===== config.mk =====
export PLATFORM = sky130hd
export DESIGN_NAME = sram_ctrl
export DESIGN_NICKNAME = d
export VERILOG_FILES = /design/src/rtl/sram_ctrl_pkg.sv /design/src/rtl/sram_ctrl_seq.sv /design/src/rtl/sram_ctrl_lane.sv /design/src/rtl/sram_ctrl.sv
export SDC_FILE = /design/constraint.sdc
export NUM_CORES = 1
export LEC_CHECK = 0
export CAP_MARGIN = 40
export CORE_AREA = 2 2 90 70
export CTS_CLUSTER_DIAMETER = 200
export DETAILED_ROUTE_END_ITERATION = 8
export DIE_AREA = 0 0 92 72
export PLACE_DENSITY = 0.84
export REMOVE_ABC_BUFFERS = 1
export SYNTH_ARGS = -nofsm -noshare
export SYNTH_HDL_FRONTEND = slang
export SYNTH_SLANG_ARGS = --single-unit

===== constraint.sdc =====
create_clock -name clk -period 5.9 [get_ports clk]
set_clock_uncertainty 0.15 [all_clocks]
set_input_delay 1.18 -clock clk [delete_from_list [all_inputs] [get_ports clk]]
set_output_delay 1.18 -clock clk [all_outputs]
set_load 0.005 [all_outputs]

===== src/rtl/sram_ctrl_pkg.sv =====
`timescale 1ns/1ps
package sram_ctrl_pkg;

  typedef enum logic [1:0] {
    PH_IDLE  = 2'd0,
    PH_WRITE = 2'd1,
    PH_HOLD  = 2'd2,
    PH_READ  = 2'd3
  } phase_e;

  typedef struct packed {
    logic ce_n;
    logic oe_n;
    logic we_n;
    logic drive;
  } pin_ctl_t;

  localparam pin_ctl_t CTL_IDLE = '{ce_n: 1'b1, oe_n: 1'b1, we_n: 1'b1, drive: 1'b0};

  function automatic pin_ctl_t phase_pins(phase_e ph);
    pin_ctl_t c;
    c = CTL_IDLE;
    case (ph)
      PH_WRITE: c = '{ce_n: 1'b0, oe_n: 1'b1, we_n: 1'b0, drive: 1'b1};
      PH_HOLD:  c = '{ce_n: 1'b0, oe_n: 1'b1, we_n: 1'b1, drive: 1'b1};
      PH_READ:  c = '{ce_n: 1'b0, oe_n: 1'b0, we_n: 1'b1, drive: 1'b0};
      default:  c = CTL_IDLE;
    endcase
    return c;
  endfunction

endpackage


===== src/rtl/sram_ctrl_seq.sv =====
`timescale 1ns/1ps
module sram_ctrl_seq
  import sram_ctrl_pkg::*;
#(
  parameter int RD_WAIT = 2,
  parameter int WR_WAIT = 2
) (
  input  logic     clk,
  input  logic     rst_n,
  input  logic     req_valid,
  input  logic     req_write,
  output logic     ready,
  output logic     accept,
  output logic     rd_last,
  output logic     nxt_idle,
  output pin_ctl_t ctl
);

  localparam int MAX_WAIT = (RD_WAIT > WR_WAIT) ? RD_WAIT : WR_WAIT;
  localparam int CNT_W    = (MAX_WAIT < 2) ? 1 : $clog2(MAX_WAIT);
  localparam logic [CNT_W-1:0] RD_END = CNT_W'(RD_WAIT - 1);
  localparam logic [CNT_W-1:0] WR_END = CNT_W'(WR_WAIT - 1);

  phase_e           ph_q, ph_d;
  logic [CNT_W-1:0] cnt_q, cnt_d;

  assign ready  = (ph_q == PH_IDLE);
  assign accept = ready && req_valid;

  always_comb begin
    ph_d    = ph_q;
    cnt_d   = cnt_q;
    rd_last = 1'b0;
    case (ph_q)
      PH_IDLE: begin
        cnt_d = '0;
        if (req_valid) ph_d = req_write ? PH_WRITE : PH_READ;
      end
      PH_WRITE: begin
        if (cnt_q == WR_END) begin
          ph_d  = PH_HOLD;
          cnt_d = '0;
        end else begin
          cnt_d = cnt_q + 1'b1;
        end
      end
      PH_HOLD: ph_d = PH_IDLE;
      PH_READ: begin
        if (cnt_q == RD_END) begin
          ph_d    = PH_IDLE;
          cnt_d   = '0;
          rd_last = 1'b1;
        end else begin
          cnt_d = cnt_q + 1'b1;
        end
      end
      default: ph_d = PH_IDLE;
    endcase
  end

  assign nxt_idle = (ph_d == PH_IDLE);

  always_ff @(posedge clk) begin
    if (!rst_n) begin
      ph_q  <= PH_IDLE;
      cnt_q <= '0;
      ctl   <= CTL_IDLE;
    end else begin
      ph_q  <= ph_d;
      cnt_q <= cnt_d;
      ctl   <= phase_pins(ph_d);
    end
  end

endmodule


===== src/rtl/sram_ctrl_lane.sv =====
`timescale 1ns/1ps
module sram_ctrl_lane #(
  parameter int LANE_W = 8
) (
  input  logic              clk,
  input  logic              rst_n,
  input  logic              capture,
  input  logic              keep,
  input  logic [LANE_W-1:0] din,
  output logic [LANE_W-1:0] dout
);

  always_ff @(posedge clk) begin
    if (!rst_n) begin
      dout <= '0;
    end else if (capture) begin
      dout <= keep ? din : '0;
    end
  end

endmodule


===== src/rtl/sram_ctrl.sv =====
`timescale 1ns/1ps
module sram_ctrl
  import sram_ctrl_pkg::*;
#(
  parameter int ADDR_W  = 18,
  parameter int LANE_W  = 8,
  parameter int RD_WAIT = 2,
  parameter int WR_WAIT = 2
) (
  input  logic                  clk,
  input  logic                  rst_n,
  input  logic                  req_valid,
  output logic                  req_ready,
  input  logic                  req_write,
  input  logic [ADDR_W-1:0]     req_addr,
  input  logic [2*LANE_W-1:0]   req_wdata,
  input  logic [1:0]            req_mask,
  output logic                  rd_valid,
  output logic [2*LANE_W-1:0]   rd_data,
  output logic [ADDR_W-1:0]     mem_addr,
  output logic                  mem_ce_n,
  output logic                  mem_oe_n,
  output logic                  mem_we_n,
  output logic                  mem_ub_n,
  output logic                  mem_lb_n,
  output logic [2*LANE_W-1:0]   mem_dq_out,
  input  logic [2*LANE_W-1:0]   mem_dq_in,
  output logic                  mem_dq_oe
);

  localparam int LANES  = 2;
  localparam int DATA_W = LANES * LANE_W;

  logic            accept, rd_last, nxt_idle;
  pin_ctl_t        ctl;
  logic [ADDR_W-1:0] addr_q;
  logic [DATA_W-1:0] wdata_q;
  logic [LANES-1:0]  mask_q;
  logic [LANES-1:0]  strobe_n_q;
  logic              rd_valid_q;

  sram_ctrl_seq #(
    .RD_WAIT (RD_WAIT),
    .WR_WAIT (WR_WAIT)
  ) u_seq (
    .clk       (clk),
    .rst_n     (rst_n),
    .req_valid (req_valid),
    .req_write (req_write),
    .ready     (req_ready),
    .accept    (accept),
    .rd_last   (rd_last),
    .nxt_idle  (nxt_idle),
    .ctl       (ctl)
  );

  always_ff @(posedge clk) begin
    if (!rst_n) begin
      addr_q     <= '0;
      wdata_q    <= '0;
      mask_q     <= '0;
      strobe_n_q <= '1;
      rd_valid_q <= 1'b0;
    end else begin
      rd_valid_q <= rd_last;
      if (accept) begin
        addr_q     <= req_addr;
        wdata_q    <= req_wdata;
        mask_q     <= req_mask;
        strobe_n_q <= ~req_mask;
      end else if (nxt_idle) begin
        strobe_n_q <= '1;
      end
    end
  end

  for (genvar g = 0; g < LANES; g++) begin : g_lane
    sram_ctrl_lane #(.LANE_W(LANE_W)) u_lane (
      .clk     (clk),
      .rst_n   (rst_n),
      .capture (rd_last),
      .keep    (mask_q[g]),
      .din     (mem_dq_in[g*LANE_W +: LANE_W]),
      .dout    (rd_data[g*LANE_W +: LANE_W])
    );
  end

  assign rd_valid   = rd_valid_q;
  assign mem_addr   = addr_q;
  assign mem_ce_n   = ctl.ce_n;
  assign mem_oe_n   = ctl.oe_n;
  assign mem_we_n   = ctl.we_n;
  assign mem_dq_oe  = ctl.drive;
  assign mem_dq_out = wdata_q;
  assign mem_lb_n   = strobe_n_q[0];
  assign mem_ub_n   = strobe_n_q[1];

endmodule


==> results by group <==
Yosys
  • Post-Synth Simple-Gate Area: 0.208
  • Yosys Warn Count: 0
  • Adder and majority gate portion of the synthesized area: 0.0153
  • Post-Syn Area per Cell: 9.09 µm²
  • Mapped Cells: 270
  • Sequential cell area fraction in the yosys report: 0.506
  • #FFs+latches synth: 62
  • Synth Area in XOR/XNOR: 0.00357
  • Mux cell area share after synthesis: 0.159
  • Synth Area in Compound Gates: 0.0535
  • Yosys cell types: 26
  • Synthesized area: about 2500 µm²
  • Largest family of logic cells by synthesized area: simple AND/OR/NAND/NOR gates

Floorplan
  • Core ar.: between 5000 and 6000 µm²
  • FP Rows: 24
  • Die W: 92 µm
  • Starting Density: 0.430
  • Die Height: 72 µm
  • Die footprint: approximately 6600 µm²
  • Io pins: 114

STA
  • Slew at the pin closest to its max-slew limit: 774 ps
  • FMAX: approximately 320 MHz
  • Slew headroom: 0.484
  • Final period utilization: 0.533
  • Post-route setup slack: 2760 ps
  • Final hold violation count: 0
  • Period minus WS final: 3140 ps
  • Setup TNS: 0 ps
  • RSZ-0062 raised after global routing: no
  • # setup viols final: 0
  • Pins Over Slew Limit: 0

Detailed routing
  • Initial DRC count: 98
  • First drt pass iteration count: 4
  • WL/cell: 13.0 µm
  • Residual DRC: 0
  • Number of vias per cell: 4.76
  • Antenna Nets Post-Route: 0
  • Routed vias: 2177
  • Total Wirelength: 5.95 mm

Critical path
  • Critical Path RT: 5970 ps
  • Kind of end point of the critical path: flop
  • Crit path cell chain: clkdlybuf4s50_1, nor4b_1, a21oi_1, ha_1, or3b_2, mux2_4
  • Critical path type: input port to flop
  • WP buf/inv: 1
  • Nature of the critical path startpoint: input port
  • CP top delay family: simple AND/OR/NAND/NOR gates
  • Worst EP arrival: 3220 ps
  • Crit-path max FO: 3
  • Slowest stage delay, CP: 500 ps
  • Critical path's slowest cell: clkdlybuf4s50_1

Pwr
  • Net Sw Power: 0.236 mW
  • Internal power: 0.793 mW
  • VDD IR-drop max: 0.000184 V
  • Part of the power in registers: 0.448
  • Clk pwr share: 0.396
  • Switching share of power: 0.229
  • Pwr Total: 1.03 mW
  • Leakage: 1.49 nW
  • Gate power share: 0.156
  • Pwr/cell area: 272 nW/µm²

Placement
  • IO Port Bufs: 113
  • Setup Slack @ Placement: 2410 ps
  • Inst Count DP: ~440
  • Routability cong.: 0.731
  • Hpwl dp: 4.15 mm

Clock tree
  • Longest Clk Path Bufs: 2
  • Post-CTS sizing: 0
  • CTS Buf Count: 9
  • CTS clock-pin slew for the worst setup and hold paths: 70 ps
  • CTS root buf: clkbuf_8
  • Setup Fix Bufs, Post-CTS: 0
  • Clk Latency, worst-skew pair: 340 ps
  • Hold_buf cts: 0
  • CTS tree: yes
  • H-tree depth: 3
  • Clk sinks: 62

Global routing
  • GRT Overall Usage: 0.186
  • Vias in the first global route: just over 2000
  • First-pass GRT wire length: 9.78 mm
  • Gr ovfl total: 0
  • GR peak layer: met2
  • GR Layer Usage met2: 0.308
  • Met1 GRT Util: 0.220
  • Initial antenna violation count: 0
  • Grt met3 use: 0.0748
  • Largest net degree at the start of global routing: 51

Cells and area
  • Most frequent cells in the layout: clkdlybuf4s50_1, nand2_1, dfxtp_1
  • Filler cells: 488
  • Most common cell after layout, fill and taps aside: clkdlybuf4s50_1
  • Net count, final: ~430
  • Post-layout util: 0.664
  • Final cell count without fillers: about 460
  • Antenna diode count: 0
  • Area grow syn2layout: 54.4%
  • Layout cells sized above 1: 0.0633

Hold path
  • HP Class: flop to flop

Status
  • Status: complete, no violations

Job
  • Number of max-cap violations: 0
==> worst min-delay path: cells and delay by family (launching register included) <==
family,cells,cell delay [ps]
and+or+nand+nor,1,50
muxes,1,50
DFF,1,310
==> routing by layer <==
layer | part of all wire | wire length (µm)
met3 | 0.062 | 368
met1 | 0.44 | 2630
met2 | 0.48 | 2850
met4 | 0.018 | 105
met5 | 0 | 0
==> cells in the mapped netlist (all sizes together) <==
master | number | area, µm²
mux2 | 2 | 30.0
xor2 | 1 | 8.76
nor2 | 2 | 7.51
nand2 | 107 | 402
a21oi | 3 | 15.0
mux2i | 36 | 360
or3b | 3 | 28.8
inv | 2 | 7.51
and3 | 1 | 6.26
nand2b | 2 | 12.5
o22ai | 16 | 100
nor4b | 1 | 8.76
a21o | 1 | 7.51
clkbuf | 9 | 33.8
and2 | 2 | 12.5
nor3b | 1 | 12.5
a22o | 1 | 8.76
buf | 13 | 92.6
nand3b | 1 | 7.51
ha | 3 | 37.5
nand4 | 1 | 12.5
dfxtp | 62 | 1240
==> power groups by stage <==
stage                     logic, mW  registers [mW]  clock network (mW)
after floorplan              0.0586           0.470                   0
final                         0.160           0.461               0.408
after global routing          0.173           0.465               0.437
after CTS                     0.162           0.462               0.418
after global placement        0.159           0.469                   0
after detailed placement      0.161           0.471                   0
==> cell families (layout without fill, tap and decap cells) <==
family,Yosys count,count (layout)
compound gates,21,21
xor+xnor,1,1
fa+ha+maj,3,3
buf+inv,24,133
flops,62,62
mux,38,38
simple gates,121,121
==> flip-flops by register name, indices dropped and copies added (netlist names) <==
name	count
mem_addr	18
g_lane.u_lane.dout	16
mem_dq_out	16
u_seq.ctl	4
mask_q	2
strobe_n_q	2
u_seq.ph_q	2
rd_valid	1
u_seq.cnt_q	1
==> final cells by class <==
class	instances	area [µm²]	area share
well taps	78	97.6	0.0258
flip-flops and latches	62	1240	0.328
clock buffers	12	145	0.0383
multi-input cells	184	1080	0.286
inverters	2	7.51	0.00198
repair buffers	115	1140	0.301
clock inverters	4	70.1	0.0185
==> final timing paths <==
check,from,to,slack (ps),depth (start not counted)
max,req_valid,strobe_n_q[0],2760,6
min,mem_addr[12],mem_addr[12],300,2
max reg2reg,u_seq.ph_q[0],strobe_n_q[0],3570,5
min reg2reg,mem_addr[12],mem_addr[12],300,2
==> per-stage QoR <==
step	area [µm²]	hold WS, ps
global placement	3570	291
floorplan	2330	301
CTS	3790	311
detailed placement	3570	296
global route	3790	334
finish	3790	304
Power figures use the tool's default switching activity.
